==> config.mk <==
export PLATFORM = sky130hd
export DESIGN_NAME = dvo_cfg_i2c_tgt
export DESIGN_NICKNAME = d
export VERILOG_FILES = /design/src/rtl/dvo_cfg_pkg.sv /design/src/rtl/dvo_cfg_sync.sv /design/src/rtl/dvo_cfg_link.sv /design/src/rtl/dvo_cfg_bank.sv /design/src/rtl/dvo_cfg_i2c_tgt.sv
export SDC_FILE = /design/constraint.sdc
export NUM_CORES = 1
export LEC_CHECK = 0
export BUFFER_PORTS_ARGS = -buffer_cell sky130_fd_sc_hd__buf_4
export CAP_MARGIN = 20
export CORE_MARGIN = 5
export CORE_UTILIZATION = 40
export CTS_BUF_LIST = sky130_fd_sc_hd__clkbuf_8
export DETAILED_ROUTE_END_ITERATION = 12
export PLACE_DENSITY_LB_ADDON = 0.1
export SLEW_MARGIN = 25
export SYNTH_ARGS = -nofsm -noshare
export SYNTH_HDL_FRONTEND = slang
export SYNTH_SLANG_ARGS = --single-unit
export TNS_END_PERCENT = 100
==> constraint.sdc <==
create_clock -name clk -period 6.3 [get_ports clk]
set_clock_uncertainty 0.05 [all_clocks]
set_input_delay 0.945 -clock clk [delete_from_list [all_inputs] [get_ports clk]]
set_output_delay 0.945 -clock clk [all_outputs]
set_load 0.005 [all_outputs]
==> src/rtl/dvo_cfg_pkg.sv <==
package dvo_cfg_pkg;

   localparam logic [7:0] IDX_IDENT = 8'h00;
   localparam logic [7:0] IDX_CTRL  = 8'h01;
   localparam logic [7:0] IDX_FMT   = 8'h10;
   localparam logic [7:0] IDX_PSTAT = 8'h30;

   typedef enum logic [1:0] {
      LK_IDLE,
      LK_RX,
      LK_TX,
      LK_SKIP
   } link_st_e;

   typedef struct packed {
      logic dither;
      logic fitter;
      logic lcd;
      logic bypass;
      logic clk_en;
   } ctrl_t;

   typedef struct packed {
      logic       lvds;
      logic [1:0] layout;
   } fmt_t;

   function automatic bit idx_in_window(logic [7:0] idx, logic [7:0] base, int count);
      return (int'(idx) >= int'(base)) && (int'(idx) < int'(base) + count);
   endfunction

endpackage

==> src/rtl/dvo_cfg_sync.sv <==
module dvo_cfg_sync #(
   parameter int               WIDTH   = 1,
   parameter int               STAGES  = 2,
   parameter logic [WIDTH-1:0] RST_VAL = '0
) (
   input  logic             clk,
   input  logic             rst_n,
   input  logic [WIDTH-1:0] d,
   output logic [WIDTH-1:0] q
);

   if (STAGES < 2) begin : g_bad_stages
      $error("dvo_cfg_sync: STAGES must be at least 2");
   end
   if (WIDTH < 1) begin : g_bad_width
      $error("dvo_cfg_sync: WIDTH must be at least 1");
   end

   logic [STAGES-1:0][WIDTH-1:0] stg;

   always_ff @(posedge clk or negedge rst_n) begin
      if (!rst_n) stg <= {STAGES{RST_VAL}};
      else        stg <= {stg[STAGES-2:0], d};
   end

   assign q = stg[STAGES-1];

endmodule

==> src/rtl/dvo_cfg_link.sv <==
module dvo_cfg_link
   import dvo_cfg_pkg::*;
#(
   parameter logic [6:0] TGT_ADDR = 7'h44
) (
   input  logic        clk,
   input  logic        rst_n,
   input  logic        scl_s,
   input  logic        sda_s,
   output logic        sda_oe,
   output logic        stop_det,
   output logic        wr_en,
   output logic [7:0]  wr_idx,
   output logic [15:0] wr_data,
   output logic [7:0]  rd_idx,
   input  logic [15:0] rd_data
);

   localparam int         BITS     = 8;
   localparam logic [3:0] LAST_BIT = 4'(BITS);
   localparam logic [3:0] ACK_BIT  = 4'(BITS + 1);

   link_st_e    state;
   logic        scl_d, sda_d;
   logic        scl_rise, scl_fall, start_det;
   logic [3:0]  bitcnt;
   logic [1:0]  pos;
   logic        rw;
   logic [7:0]  shreg;
   logic [7:0]  idx_q;
   logic [7:0]  lo_q;
   logic [15:0] txq;
   logic [7:0]  txsh;
   logic        m_ack;

   always_ff @(posedge clk or negedge rst_n) begin
      if (!rst_n) begin
         scl_d <= 1'b1;
         sda_d <= 1'b1;
      end else begin
         scl_d <= scl_s;
         sda_d <= sda_s;
      end
   end

   assign scl_rise  = scl_s & ~scl_d;
   assign scl_fall  = ~scl_s & scl_d;
   assign start_det = scl_s & scl_d & sda_d & ~sda_s;
   assign stop_det  = scl_s & scl_d & ~sda_d & sda_s;
   assign rd_idx    = shreg;

   always_ff @(posedge clk or negedge rst_n) begin
      if (!rst_n) begin
         state   <= LK_IDLE;
         sda_oe  <= 1'b0;
         bitcnt  <= '0;
         pos     <= '0;
         rw      <= 1'b0;
         shreg   <= '0;
         idx_q   <= '0;
         lo_q    <= '0;
         txq     <= '0;
         txsh    <= '0;
         m_ack   <= 1'b0;
         wr_en   <= 1'b0;
         wr_idx  <= '0;
         wr_data <= '0;
      end else begin
         wr_en <= 1'b0;
         if (stop_det) begin
            state  <= LK_IDLE;
            sda_oe <= 1'b0;
         end else if (start_det) begin
            state  <= LK_RX;
            sda_oe <= 1'b0;
            bitcnt <= '0;
            pos    <= '0;
         end else begin
            unique case (state)
               LK_RX: begin
                  if (scl_rise) begin
                     if (bitcnt < LAST_BIT) shreg <= {shreg[6:0], sda_s};
                     bitcnt <= bitcnt + 4'd1;
                  end else if (scl_fall) begin
                     if (bitcnt == LAST_BIT) begin
                        unique case (pos)
                           2'd0: begin
                              if (shreg[7:1] == TGT_ADDR) begin
                                 sda_oe <= 1'b1;
                                 rw     <= shreg[0];
                              end else begin
                                 state <= LK_SKIP;
                              end
                           end
                           2'd1: begin
                              sda_oe <= 1'b1;
                              idx_q  <= shreg;
                              txq    <= rd_data;
                           end
                           2'd2: begin
                              sda_oe <= 1'b1;
                              lo_q   <= shreg;
                           end
                           default: begin
                              sda_oe  <= 1'b1;
                              wr_en   <= 1'b1;
                              wr_idx  <= idx_q;
                              wr_data <= {shreg, lo_q};
                           end
                        endcase
                     end else if (bitcnt == ACK_BIT) begin
                        bitcnt <= '0;
                        pos    <= pos + 2'd1;
                        if (pos == 2'd3) begin
                           state  <= LK_SKIP;
                           sda_oe <= 1'b0;
                        end else if (pos == 2'd1 && rw) begin
                           state  <= LK_TX;
                           txsh   <= txq[7:0];
                           sda_oe <= ~txq[7];
                        end else begin
                           sda_oe <= 1'b0;
                        end
                     end
                  end
               end
               LK_TX: begin
                  if (scl_rise) begin
                     bitcnt <= bitcnt + 4'd1;
                     if (bitcnt == LAST_BIT) m_ack <= ~sda_s;
                  end else if (scl_fall) begin
                     if (bitcnt != '0 && bitcnt < LAST_BIT) begin
                        txsh   <= {txsh[6:0], 1'b0};
                        sda_oe <= ~txsh[6];
                     end else if (bitcnt == LAST_BIT) begin
                        sda_oe <= 1'b0;
                     end else if (bitcnt == ACK_BIT) begin
                        bitcnt <= '0;
                        if (m_ack && pos == 2'd2) begin
                           pos    <= 2'd3;
                           txsh   <= txq[15:8];
                           sda_oe <= ~txq[15];
                        end else begin
                           state  <= LK_SKIP;
                           sda_oe <= 1'b0;
                        end
                     end
                  end
               end
               LK_SKIP: sda_oe <= 1'b0;
               default: sda_oe <= 1'b0;
            endcase
         end
      end
   end

endmodule

==> src/rtl/dvo_cfg_bank.sv <==
module dvo_cfg_bank
   import dvo_cfg_pkg::*;
#(
   parameter logic [6:0] TGT_ADDR = 7'h44,
   parameter logic [7:0] SCR_BASE = 8'h20,
   parameter int         SCR_CNT  = 8
) (
   input  logic        clk,
   input  logic        rst_n,
   input  logic        wr_en,
   input  logic [7:0]  wr_idx,
   input  logic [15:0] wr_data,
   input  logic [7:0]  rd_idx,
   output logic [15:0] rd_data,
   input  logic        panel_s,
   output ctrl_t       ctrl_o,
   output fmt_t        fmt_o
);

   localparam int         SCR_AW  = (SCR_CNT > 1) ? $clog2(SCR_CNT) : 1;
   localparam logic [7-SCR_AW:0] SCR_TAG = SCR_BASE[7:SCR_AW];

   if (SCR_CNT > 0 && (SCR_CNT < 2 || (SCR_CNT & (SCR_CNT - 1)) != 0)) begin : g_bad_cnt
      $error("dvo_cfg_bank: SCR_CNT must be 0 or a power of two of at least 2");
   end
   if (SCR_CNT > 0 && SCR_BASE[SCR_AW-1:0] != '0) begin : g_bad_align
      $error("dvo_cfg_bank: SCR_BASE must be aligned to SCR_CNT");
   end
   if (int'(SCR_BASE) + SCR_CNT > 256) begin : g_bad_range
      $error("dvo_cfg_bank: storage window runs past index 255");
   end
   if (idx_in_window(IDX_IDENT, SCR_BASE, SCR_CNT) || idx_in_window(IDX_CTRL, SCR_BASE, SCR_CNT) ||
       idx_in_window(IDX_FMT, SCR_BASE, SCR_CNT)   || idx_in_window(IDX_PSTAT, SCR_BASE, SCR_CNT))
   begin : g_bad_overlap
      $error("dvo_cfg_bank: storage window overlaps a fixed register");
   end

   ctrl_t       ctrl_q, ctrl_nxt;
   fmt_t        fmt_q;
   logic        scr_hit;
   logic [15:0] scr_rd;

   // interlock: LCD may not be enabled together with the bypass path
   always_comb begin
      ctrl_nxt = ctrl_t'(wr_data[4:0]);
      if (ctrl_nxt.lcd && ctrl_nxt.bypass) ctrl_nxt.lcd = 1'b0;
   end

   always_ff @(posedge clk or negedge rst_n) begin
      if (!rst_n) begin
         ctrl_q <= '0;
         fmt_q  <= '0;
      end else if (wr_en) begin
         if (wr_idx == IDX_CTRL) ctrl_q <= ctrl_nxt;
         if (wr_idx == IDX_FMT)  fmt_q  <= fmt_t'(wr_data[4:2]);
      end
   end

   if (SCR_CNT > 0) begin : g_scratch
      logic [15:0] scr [2**SCR_AW];
      logic        wr_hit;

      assign wr_hit  = (wr_idx[7:SCR_AW] == SCR_TAG);
      assign scr_hit = (rd_idx[7:SCR_AW] == SCR_TAG);
      assign scr_rd  = scr[rd_idx[SCR_AW-1:0]];

      always_ff @(posedge clk or negedge rst_n) begin
         if (!rst_n) begin
            for (int k = 0; k < 2**SCR_AW; k++) scr[k] <= '0;
         end else if (wr_en && wr_hit) begin
            scr[wr_idx[SCR_AW-1:0]] <= wr_data;
         end
      end
   end else begin : g_no_scratch
      assign scr_hit = 1'b0;
      assign scr_rd  = '0;
   end

   always_comb begin
      rd_data = '0;
      if (scr_hit) rd_data = scr_rd;
      case (rd_idx)
         IDX_IDENT: rd_data = {9'b0, TGT_ADDR};
         IDX_CTRL:  rd_data = {11'b0, ctrl_q};
         IDX_FMT:   rd_data = {11'b0, fmt_q, 2'b00};
         IDX_PSTAT: rd_data = {panel_s, 15'b0};
         default:   ;
      endcase
   end

   assign ctrl_o = ctrl_q;
   assign fmt_o  = fmt_q;

endmodule

==> src/rtl/dvo_cfg_i2c_tgt.sv <==
module dvo_cfg_i2c_tgt
   import dvo_cfg_pkg::*;
#(
   parameter logic [6:0] TGT_ADDR    = 7'h44,
   parameter logic [7:0] SCR_BASE    = 8'h20,
   parameter int         SCR_CNT     = 8,
   parameter int         SYNC_STAGES = 2
) (
   input  logic       clk,
   input  logic       rst_n,
   input  logic       scl_i,
   input  logic       sda_i,
   output logic       sda_oe,
   input  logic       panel_on_i,
   output logic       dvo_clk_en,
   output logic       bypass_en,
   output logic       lcd_en,
   output logic       fitter_en,
   output logic       dither_en,
   output logic [1:0] out_format,
   output logic       lvds_sel
);

   logic        scl_s, sda_s, panel_s;
   logic        stop_det;
   logic        wr_en;
   logic [7:0]  wr_idx, rd_idx;
   logic [15:0] wr_data, rd_data;
   ctrl_t       ctrl;
   fmt_t        fmt;

   dvo_cfg_sync #(.WIDTH(2), .STAGES(SYNC_STAGES), .RST_VAL(2'b11)) u_bus_sync (
      .clk   (clk),
      .rst_n (rst_n),
      .d     ({scl_i, sda_i}),
      .q     ({scl_s, sda_s})
   );

   dvo_cfg_sync #(.WIDTH(1), .STAGES(SYNC_STAGES), .RST_VAL(1'b0)) u_panel_sync (
      .clk   (clk),
      .rst_n (rst_n),
      .d     (panel_on_i),
      .q     (panel_s)
   );

   dvo_cfg_link #(.TGT_ADDR(TGT_ADDR)) u_link (
      .clk      (clk),
      .rst_n    (rst_n),
      .scl_s    (scl_s),
      .sda_s    (sda_s),
      .sda_oe   (sda_oe),
      .stop_det (stop_det),
      .wr_en    (wr_en),
      .wr_idx   (wr_idx),
      .wr_data  (wr_data),
      .rd_idx   (rd_idx),
      .rd_data  (rd_data)
   );

   dvo_cfg_bank #(.TGT_ADDR(TGT_ADDR), .SCR_BASE(SCR_BASE), .SCR_CNT(SCR_CNT)) u_bank (
      .clk     (clk),
      .rst_n   (rst_n),
      .wr_en   (wr_en),
      .wr_idx  (wr_idx),
      .wr_data (wr_data),
      .rd_idx  (rd_idx),
      .rd_data (rd_data),
      .panel_s (panel_s),
      .ctrl_o  (ctrl),
      .fmt_o   (fmt)
   );

   assign dvo_clk_en = ctrl.clk_en;
   assign bypass_en  = ctrl.bypass;
   assign lcd_en     = ctrl.lcd;
   assign fitter_en  = ctrl.fitter;
   assign dither_en  = ctrl.dither;
   assign out_format = fmt.layout;
   assign lvds_sel   = fmt.lvds;

endmodule

; ---- Word-level counts from Yosys, hierarchy flattened
; Cells that the tools add are included.
[word_totals]
register_bits = 227
input_bits = 5
out_inout_bits = 9
word_cells = 224
[op_classes]
addsub = 2
magnitude_cmp = 4
n_eq_ne = 53
mux = 84
bitwise_logic = 20
n_reduce_logical = 26
[ops]
columns = op, n
row1 = $bwmux W128, 1
row2 = $mux W7, 12
row3 = $mux W16, 4
row4 = $pmux W16 S4, 1
row5 = $mux W2, 27
row6 = $bmux W16 S3, 1
row7 = $demux W16 S3, 1
row8 = $mux W4, 8
row9 = $reduce_and A7 Y1, 4
row10 = $mux W1, 24
row11 = $ne A3 B1 Y1 const B, 7
row12 = $eq A8 B1 Y1 const B, 2
row13 = $eq A8 B5 Y1 const B, 2
row14 = $ne A4 B2 Y1 const B, 4
row15 = $reduce_and A5 Y1, 3
row16 = $pmux W7 S2, 1
row17 = $reduce_and A14 Y1, 1
row18 = $reduce_and A13 Y1, 1
row19 = $ne A4 B3 Y1 const B, 3
row20 = $ne A6 B2 Y1 const B, 2
row21 = $reduce_and A12 Y1, 1
row22 = $not A1 Y1, 11
row23 = $eq A5 B3 Y1 const B, 2
row24 = $ne A5 B4 Y1 const B, 2
row25 = other kinds (32), 64

; ---- Logic depth before layout (Yosys ltp)
[logic_depth]
ltp_word = 11
depth_mapped = 9

; ---- Modules after synthesis
; Synthesis repeated with hierarchy kept, for this count alone.
[hier_totals]
cells_unflattened = 737
hier_area_um2 = 10456.3
[by_module_without_submodules]
columns = mod, n_inst, cells_per_inst, area_per_inst_um2
row1 = dvo_cfg_bank, 1, 410, 6313.6
row2 = dvo_cfg_link, 1, 319, 3972.6
row3 = dvo_cfg_sync (u_bus_sync), 1, 6, 120.1
row4 = dvo_cfg_sync (u_panel_sync), 1, 2, 50.0

; ---- Least setup slack after synthesis
; Ideal clock, no wire load.
[synth_timing]
path_kind = register to register
from = register u_link.bitcnt[0]
to = register u_link.wr_data[0]
setup_ns = 0.125
t_arrival_ns = 2.060
required_time_ns = 6.125
setup_slack_ns = 4.065
stages_incl_launch_ff = 9
n_path_buf = 2
cell_sequence = dfrtp_1 > inv_1 > ha_1 > nand4b_4 > nor4_4 > and2_1 > buf_2 > buf_4 > mux2_2
[synth_between]
elab_chain_cells = 2
[synth_rtl]
columns = element, line
row1 = from (decl), dvo_cfg_link.sv:26  ; logic [3:0] bitcnt;
row2 = from (signal assigned), dvo_cfg_link.sv:83  ; bitcnt <= bitcnt + 4'd1;
row3 = from (signal assigned), dvo_cfg_link.sv:129  ; bitcnt <= bitcnt + 4'd1;
row4 = $eq A4 B4 Y1, dvo_cfg_link.sv:85  ; if (bitcnt == LAST_BIT) begin
row5 = $reduce_and A7 Y1 (no source line), -
row6 = to (signal assigned), dvo_cfg_link.sv:108  ; wr_data <= {shreg, lo_q};
row7 = to (decl), dvo_cfg_link.sv:14  ; output logic [15:0] wr_data,
; Every way passes these cells.
; A chain may end at the register's enable or synchronous reset.

; ---- Final worst setup path
[layout_timing]
from = register u_link.state[1]
to = register u_link.txq[9]
[layout_between]
elab_chain_cells = 2
[layout_rtl]
columns = element, line
row1 = from (decl), dvo_cfg_link.sv:23  ; link_st_e state;
row2 = from (signal assigned), dvo_cfg_link.sv:54  ; state <= LK_IDLE;
row3 = from (signal assigned), dvo_cfg_link.sv:71  ; state <= LK_IDLE;
row4 = from (signal assigned), dvo_cfg_link.sv:74  ; state <= LK_RX;
row5 = $eq A2 B1 Y1, dvo_cfg_link.sv:79  ; unique case (state)
row6 = $reduce_and A7 Y1 (no source line), -
row7 = to (signal assigned), dvo_cfg_link.sv:98  ; txq <= rd_data;
row8 = to (decl), dvo_cfg_link.sv:32  ; logic [15:0] txq;
; Every way passes these cells.

==> reports/results.txt <==
Antenna Violating Nets Remaining: 0
pre-CTS WS: 3.27 ns
worst-path fanout max: 14
number of I/O pins: 14
max_cap viols: 0
Hold Crit Depth: 0
row cnt: 58
die area: 0.0291 sq mm
Core ar.: 0.0253 sq mm
All-Layer GR Usage: 17.1%
Lkg Pwr: 0.00560 uW
status: completed
sequential share of power: 45.7%
layout cells sized above 1: 37.2%
Rel. slew slack: 41.2%
Internal: 2450 uW
final critical-path share of the clock period: 47.7%
Root Buffer: clkbuf_8
max-slew violations: 0
DP Area: 0.0108 sq mm
Syn Nets: 757
Initial Utilization: 40.8%
IR drop worst, VDD: 155 uV
Setup crit start: u_link.state[1]$_DFFE_PN0P_
CTS Buf Count: 40
worst path arrival time: 3.38 ns
H-tree Lvls: 2
Syn Area/Cell: 14.0 sq um
die width: 171 um
HPWL after DPL: 15.1 mm
Initial DRC Count: 436
worst skew pair latency: 0.52 ns
gpl congestion: 0.839
nets: 785
first-pass GRT wire length: 38.8 mm
vias after detailed routing: 6,115
total grt overflow: 0
CTS tree: yes
vias in the first global route: 6,495
hold_buf cts: 0
clock buffer depth: 3
EDFF count, synth: 0
Setup crit end kind: flip-flop
kind of critical path: reg -> reg
Synth Flop Type: dfrtp_1
I/O Buffers: 13
fmax: 0.333 GHz
sequence of cells on the critical path: inv_1 > ha_1 > nand4b_4 > nor4_4 > and2_0 > nand2_1 > o21ai_0
r2r startpoint: u_link.state[1]$_DFFE_PN0P_
Sw Ratio: 30.2%
sequential area share after synthesis: 55.0%
Worst Hold End: u_panel_sync.q$_DFF_PN0_
startpoint types: flip-flop
RSZ-0062 raised after global routing: no
R2R cell count: 7
Layout area overhead: 11.1%
Final Cell Area: 0.0115 sq mm
slowest stage cell, crit path: and2_0
Post-CTS Setup Bufs: 0
Via density: 5.47
Worst R2R End: u_link.txq[9]$_DFFE_PN0P_
worst endpoint required time: 6.67 ns
initial antenna violation count: 0
most frequent cells in the layout: dfrtp_1 (220), mux2_2 (168), nand2_1 (51)
worst hold path class: reg -> reg
Worst Max-Slew Pin Slew: 0.880 ns
DR WL/cell: 21.6 um
post-layout minimum cycle time: 3.00 ns
R2R setup slack: 3.30 ns
clock sinks: 227
Net Switching: 1060 uW
DRC: 0
setup_tns: 0 ns
routed wire length: 24.1 mm
Worst Min Path Start: u_panel_sync.stg[0]$_DFF_PN0_
# resized after CTS: 0
largest net degree at the start of global routing: 91
Synth Cell Area: 0.0103 sq mm
Clock transition at path regs: 0.05 ns
Synth Register Bits: 227
Comb power frac: 19.5%
Distinct cells, synth: 61
drt first pass iters: 5
CP max stage delay: 0.70 ns
endpoints failing setup: 0
antenna cell count: 0
FFs w/ async S/R, synth: 100%
Worst Slack Setup Final: 3.30 ns
PD cells: 307 mW/mm^2
Clock Power Share: 34.8%
Mapped Cells: 739
Fin. Hold Viols: 0
DIE HEIGHT: 171 um
leading cell type in the layout, fill and taps excluded: dfrtp_1
Synthesis Warnings: 0
## metrics by stage
stage          power, uW  hold WS [ns]  util (%)  instances
2_1_floorplan       2110         0.281         -        739
3_3_place_gp        2320         0.297      42.4       1054
3_5_place_dp        2330         0.296      42.6       1055
4_1_cts             3580         0.303      45.3       1117
5_1_grt             3730         0.308      45.3       1117
6_report            3520         0.299      45.3       1117
## synthesized netlist by cell type, types with 9 or more instances
cell / instances / share of area, %
nand3_1: 9 / 0.44
inv_1: 18 / 0.65
clkbuf_1: 19 / 0.69
ha_1: 13 / 1.6
o21ai_0: 23 / 1.1
nor2_1: 26 / 0.94
mux2_1: 20 / 2.2
buf_2: 13 / 0.63
mux2_2: 168 / 18
a21oi_1: 16 / 0.78
mux2i_1: 17 / 1.6
dfrtp_1: 221 / 54
mux4_2: 32 / 7.0
nand2_1: 51 / 1.9
## sequential cells by signal, summed over array words and instances, names as in the netlist, 3 cells and up
register,count
u_bank.g_scratch.scr,128
u_link.txq,16
u_link.wr_data,16
u_link.idx_q,8
u_link.lo_q,8
u_link.rd_idx,8
u_link.wr_idx,8
u_link.txsh,7
u_bank.ctrl_o,5
u_link.bitcnt,4
u_bank.fmt_o,3
## cell type report
type	instances	area, sq um
Clock buffer	47	647
Clock inverter	15	56.3
Fill cell	2306	13800
Inverter	18	67.6
Multi-Input combinational cell	452	4370
Sequential cell	227	5690
Tap cell	330	413
Timing Repair Buffer	28	238
## cells by family after synthesis
| logic type | Yosys count | synth area share [%] |
|---|---|---|
| flip-flops | 227 | 55.0 |
| AND/OR/NAND/NOR | 137 | 7.51 |
| buffers and inverters | 60 | 2.66 |
| multiplexers | 237 | 29.1 |
| AO/OA/AOI/OAI | 65 | 4.09 |
| adder cells (fa/ha/maj) | 13 | 1.57 |
## routing by layer
metal | global-route usage, % | vias up | routed length [um]
met4 | 4.10 | 0 | 410
met5 | 0 | - | 0
met1 | 24.7 | 3225 | 11500
met3 | 3.05 | 41 | 812
met2 | 27.2 | 104 | 11300
li1 | - | 2745 | -
## worst max-delay path, delay by kind of cell, from the launching register on
family	cells	cell delay (ns)
and+or+nand+nor	4	1.74
DFF	1	0.38
buffers and inverters	1	0.08
adders and majority gates	1	0.39
AOI/OAI and AO/OA	1	0.28
## power by group through the flow
| stage | clock network [uW] | registers [uW] | logic (uW) |
|---|---|---|---|
| 5_1_grt | 1350 | 1620 | 756 |
| 2_1_floorplan | 0 | 1570 | 542 |
| 6_report | 1220 | 1610 | 685 |
| 3_3_place_gp | 0 | 1630 | 686 |
| 4_1_cts | 1280 | 1610 | 694 |
| 3_5_place_dp | 0 | 1640 | 689 |
## how the worst max path moves through the flow
| stage | to | cells past startpoint | slack, ns |
|---|---|---|---|
| 6_report | u_link.txq[9]$_DFFE_PN0P_ | 7 | 3.30 |
| 5_1_grt | u_link.txq[6]$_DFFE_PN0P_ | 7 | 2.98 |
| 4_1_cts | u_link.txq[9]$_DFFE_PN0P_ | 7 | 3.26 |
| 3_5_place_dp | u_link.txq[1]$_DFFE_PN0P_ | 7 | 3.27 |
| 3_3_place_gp | u_link.txq[0]$_DFFE_PN0P_ | 7 | 3.31 |
| 2_1_floorplan | u_link.wr_data[0]$_DFFE_PN0P_ | 8 | 4.07 |
(Power assumes the default switching activity.)
